`src/rtl/ext_irq_ctrl.sv`:
```
module ext_irq_ctrl #(
  parameter int NCH = 16,
  parameter int DW  = 32
) (
  input  logic           clk,
  input  logic           rst_n,
  input  logic [NCH-1:0] pin_i,
  input  logic           sel_i,
  input  logic           wr_i,
  input  logic [1:0]     addr_i,
  input  logic [DW-1:0]  wdata_i,
  output logic [DW-1:0]  rdata_o,
  output logic [NCH-1:0] irq_o
);
  localparam int MW = 2 * NCH;

  logic [NCH-1:0] s1_q, s2_q, prev_q, en_q, cause_q, det, clr_mask;
  logic [MW-1:0]  mode_q;
  logic           wr_en, wr_clr, wr_mode;

  assign wr_en   = sel_i & wr_i & (addr_i == 2'd0);
  assign wr_clr  = sel_i & wr_i & (addr_i == 2'd2);
  assign wr_mode = sel_i & wr_i & (addr_i == 2'd3);

  always_comb begin
    for (int i = 0; i < NCH; i++) begin
      case (mode_q[2*i +: 2])
        2'b00:   det[i] = ~s2_q[i];
        2'b01:   det[i] =  s2_q[i];
        2'b10:   det[i] =  s2_q[i] & ~prev_q[i];
        default: det[i] = ~s2_q[i] &  prev_q[i];
      endcase
    end
  end

  assign clr_mask = wr_clr ? ~wdata_i[NCH-1:0] : '0;
  assign irq_o    = cause_q & en_q;

  always_ff @(posedge clk or negedge rst_n) begin
    if (!rst_n) begin
      s1_q    <= '1;
      s2_q    <= '1;
      prev_q  <= '1;
      en_q    <= '0;
      cause_q <= '0;
      mode_q  <= '0;
    end else begin
      s1_q    <= pin_i;
      s2_q    <= s1_q;
      prev_q  <= s2_q;
      cause_q <= (cause_q & ~clr_mask) | det;
      if (wr_en)   en_q   <= wdata_i[NCH-1:0];
      if (wr_mode) mode_q <= wdata_i[MW-1:0];
    end
  end

  always_comb begin
    rdata_o = '0;
    if (sel_i) begin
      case (addr_i)
        2'd0:    rdata_o[NCH-1:0] = en_q;
        2'd1:    rdata_o[NCH-1:0] = cause_q;
        2'd3:    rdata_o[MW-1:0]  = mode_q;
        default: rdata_o = '0;
      endcase
    end
  end
endmodule

```
`config.mk`:
```
export PLATFORM = sky130hd
export DESIGN_NAME = ext_irq_ctrl
export DESIGN_NICKNAME = d
export VERILOG_FILES = /design/src/rtl/ext_irq_ctrl.sv
export SDC_FILE = /design/constraint.sdc
export NUM_CORES = 1
export LEC_CHECK = 0
export ABC_AREA = 1
export BUFFER_PORTS_ARGS = -buffer_cell sky130_fd_sc_hd__buf_2
export CAP_MARGIN = 10
export CORE_UTILIZATION = 43
export DETAILED_ROUTE_END_ITERATION = 10
export PLACE_DENSITY = 0.67
export REMOVE_ABC_BUFFERS = 1
export SETUP_SLACK_MARGIN = 0.5
export SLEW_MARGIN = 5
export SYNTH_ARGS = -nofsm -noshare
export SYNTH_HDL_FRONTEND = slang
export SYNTH_SLANG_ARGS = --single-unit
```
`constraint.sdc`:
```
create_clock -name clk -period 0.9 [get_ports clk]
set_input_delay 0.09 -clock clk [delete_from_list [all_inputs] [get_ports clk]]
set_output_delay 0.09 -clock clk [all_outputs]
set_load 0.01 [all_outputs]
```
; Word-level counts from Yosys, hierarchy flattened
; Index checks and enable logic that the tools add are counted.
[op_classes]
eq_ne = 35
muxes = 20
bitwise_logic = 73
n_reduce_logical = 17
[op_table]
columns = operator, count
row1 = 1-bit one-hot mux with 3 select lines, 16
row2 = 16-bit one-hot mux with 3 select lines, 1
row3 = 1-bit AND, 36
row4 = 2-bit equality test (second input constant), 18
row5 = 2-bit by 1-bit equality test with 1-bit output (second input constant), 17
row6 = 2-bit logical NOT, 17
row7 = 16-bit AND, 2
row8 = 16-bit 2-to-1 mux, 2
row9 = 32-bit 2-to-1 mux, 1
row10 = 1-bit inverter, 32
row11 = 16-bit inverter, 2
row12 = 16-bit OR, 1
[totals]
regBits = 112
in_bits = 54
out_inout_bits = 48
wordCells = 151

; Longest topological paths before layout
[depth]
depth_word = 6
ltp_mapped = 8
ltp_nobuf = 6

; Worst setup path after synthesis
; OpenSTA, ideal clock, no wires.
[synth_path]
path_kind = input to output
startpoint = input port sel_i
endpoint = output port rdata_o[21]
arrival_time_ns = 0.910
required_ns = 0.810
path_slack_ns = -0.100
stages = 6
cell_sequence = buf_2 > inv_2 > nor2_8 > inv_1 > buf_2 > nor2_1
[synth_between]
elab_chain_len = 1
[synth_rtl]
columns = item, line_no
row1 = "start, declared", 8  ; input logic sel_i,
row2 = 32-bit 2-to-1 mux, 59  ; if (sel_i) begin
row3 = "end, declared", 12  ; output logic [DW-1:0] rdata_o,
; No other way between the ends.

; Final worst setup path
[layout_path]
startpoint = register mode_q[6]
endpoint = output port rdata_o[6]
[layout_between]
elab_chain_len = 2
[layout_rtl]
columns = item, line_no
row1 = "start, declared", 18  ; logic [MW-1:0] mode_q;
row2 = "start signal, assigned", 53  ; if (wr_mode) mode_q <= wdata_i[MW-1:0];
row3 = 16-bit one-hot mux with 3 select lines, 60  ; case (addr_i)
row4 = 32-bit 2-to-1 mux, 59
; No other way between the ends.

==> metrics.md <==
| Metric | Value |
|---|---|
| Status | finished with violations |
| Failing checks | hold timing, setup timing |
| PortBufs | 101 |
| Worst-Skew Late Latency | 0.35 ns |
| CP Capture Type | primary output |
| Root Buffer | clkbuf_16 |
| First-pass DRT Iterations | 5 |
| Critical path's largest stage delay | 0.40 ns |
| Final Core Density | 68.0% |
| Critical path type | reg -> out |
| Setup violations, final | 69 |
| Layout cell share with drive strength beyond 1 | 50.8% |
| Tmin final | 1.30 ns |
| DRT iter0 DRCs | 310 |
| Initial Utilization | 44.5% |
| Hold Crit Class | in -> async |
| Final Hold Viols | 96 |
| Chip height | 114 µm |
| Vias per Instance | 4.90 |
| CTS Buf Count | 9 |
| RePlAce Congestion | 0.847 |
| Worst slew pin tran | 0.234 ns |
| RSZ-0062 raised after global routing | true |
| Largest net degree at the start of global routing | 39 |
| Grt total ovfl | 0 |
| Post-DP HPWL | 9500 µm |
| N_diodes | 0 |
| Hold WS | -0.420 ns |
| Final Max Slew Viols | 0 |
| Avg WL per Cell | 14.5 µm |
| Syn Inst Count | 715 |
| Final #Nets | 988 |
| Die Area | 13,000 µm² |
| Metal-1 WL | 6450 µm |
| Clock sinks | 112 |
| Htree depth | 3 |
| CP dominant cell by count | nand3_1 |
| Core box area | 12,100 µm² |
| Number of top-level pins | 102 |
| CP arrival | 1.21 ns |
| CTS tree | built |
| Area grow syn2layout | 52.8% |
| Final WL | 16,000 µm |
| Worst EP required | 0.81 ns |
| Initial antenna violation count | 0 |
| Max-cap violations | 0 |
| Vias | 5,427 |
| CTS max path bufs | 2 |
| DRC viols | 0 |
| Fillers | 961 |
| Post-synthesis cell type count | 18 |
| Mapped Area | 5390 µm² |
| Overall power | 15.3 mW |
| Synth warn | 0 |
| Worst Setup Start Kind | flip-flop |
| Crit. Startpoint | mode_q[6] |
| Worst vdd ir | 1.24 mV |
| Post-synthesis sequential area ratio | 53.1% |
| Final Skew | 0.00474 ns |
| Row count | 40 |
| CP max stage cell | dfrtp_1 |
| Peak fanout along the critical path | 2 |
| FF+latch count, synth | 112 |
| Crit-path cells | nand3_1, nand3_1, nand2_1, inv_1, buf_2 |
| Max frequency | 771 MHz |
| Worst Slack Setup Final | -0.397 ns |
| Top sig layer | met4 |
| First-pass GRT wire length | 23,900 µm |
| Die width | 114 µm |
| Setup tns final | -15.83 ns |
| Vias in the first global route | 5,160 |
| Static leakage | 4.60 nW |
| Met3 WL | 923 µm |
| Clock slew at reported path FFs | 0.08 ns |
| RR Startpoint | mode_q[20] |
| Relative slew slack | 84.4% |
| Final period util | 144% |
| Overall routing resource usage | 23.6% |
| Antenna-violating nets left | 0 |
| Avg Inst Size Synth | 7.53 µm² |
| Met2 wire length | 8320 µm |
| Power Density | 1850 nW/µm² |
==> area by class of cell <==
class	count	area (µm²)	area share, %
inverters	124	465	5.66
well taps	168	210	2.55
flip-flops and latches	112	2870	34.8
multi-input cells	455	2370	28.7
clock buffers	10	229	2.78
repair buffers	232	2020	24.5
clock inverters	6	76.3	0.927
==> cell usage after synthesis <==
cell type / n / share of area (%)
nand2_1: 274 / 19
inv_1: 121 / 8.4
nand3_1: 96 / 8.9
dfrtp_1: 64 / 30
dfstp_2: 48 / 23
nor2_1: 48 / 3.3
o21ai_0: 22 / 2.0
buf_2: 15 / 1.4
o21ai_1: 6 / 0.56
o21ai_2: 4 / 0.65
buf_6: 3 / 0.63
inv_2: 3 / 0.21
buf_1: 2 / 0.14
buf_4: 2 / 0.28
clkbuf_1: 2 / 0.14
nand2_2: 2 / 0.23
nor2_4: 2 / 0.42
nor2_8: 1 / 0.37
==> flip-flops by register name (all words and copies together), names as in the netlist <==
signal,cells
s2_q,16
prev_q,16
mode_q,32
en_q,16
cause_q,16
s1_q,16
==> worst max-delay path, delay by kind of cell (launching register included) <==
family	cells	cell delay [ns]
AND/OR/NAND/NOR	3	0.29
buffers and inverters	2	0.17
flip-flops	1	0.40
==> cells by family (layout without fill, tap and decap cells) <==
logic type,after synthesis,after routing,synth area share [%]
flip-flops,112,112,53.1
AND/OR/NAND/NOR,423,423,32.4
buffers and inverters,148,372,11.2
AO/OA/AOI/OAI,32,32,3.25
==> power by group <==
part	internal (mW)	switching (mW)
logic	2.58	2.43
clock network	2.21	1.92
registers	5.66	0.449
==> repair_timing <==
action                                  in CTS  in global routing
resized for setup                          159                160
pin swaps                                  109                 75
endpoints found under the hold margin       99                 93
setup buffers                               57                 30
gates cloned                                 0                  0
endpoints found under the setup margin     144                144
==> worst paths after layout <==
path,endpoint,slack (ns),cells after the start
max in group asynchronous,prev_q[12],0.79,2
setup reg to reg,cause_q[10],-0.22,7
hold reg to reg,s2_q[7],0.36,0
hold / removal,en_q[7],-0.42,1
setup / recovery,rdata_o[6],-0.40,5
min in group clk,s1_q[15],-0.17,1
==> layer usage <==
| layer | track usage (%) | vias to the layer above |
|---|---|---|
| met4 | 8.57 | 0 |
| met1 | 29.0 | 2602 |
| met5 | 0 | - |
| met2 | 41.5 | 190 |
| li1 | - | 2603 |
| met3 | 4.41 | 32 |
==> layout by cell type, fill, tap and decap left out, drive strengths merged <==
cell type  instances
nand3             96
clkbuf            10
o21ai             32
nor2              51
clkinv             2
buf              232
inv              127
dfrtp             64
dfstp             48
bufinv             1
nand2            276
==> metrics by stage <==
stage	worst slack, ns	cells	instance area, µm²
5_1_grt	-0.434	1107	8230
3_3_place_gp	-0.185	1004	6400
2_1_floorplan	-0.211	691	5250
4_1_cts	-0.336	1077	7510
6_report	-0.397	1107	8230
3_5_place_dp	-0.198	1004	6400
Power figures use the tool's default switching activity.
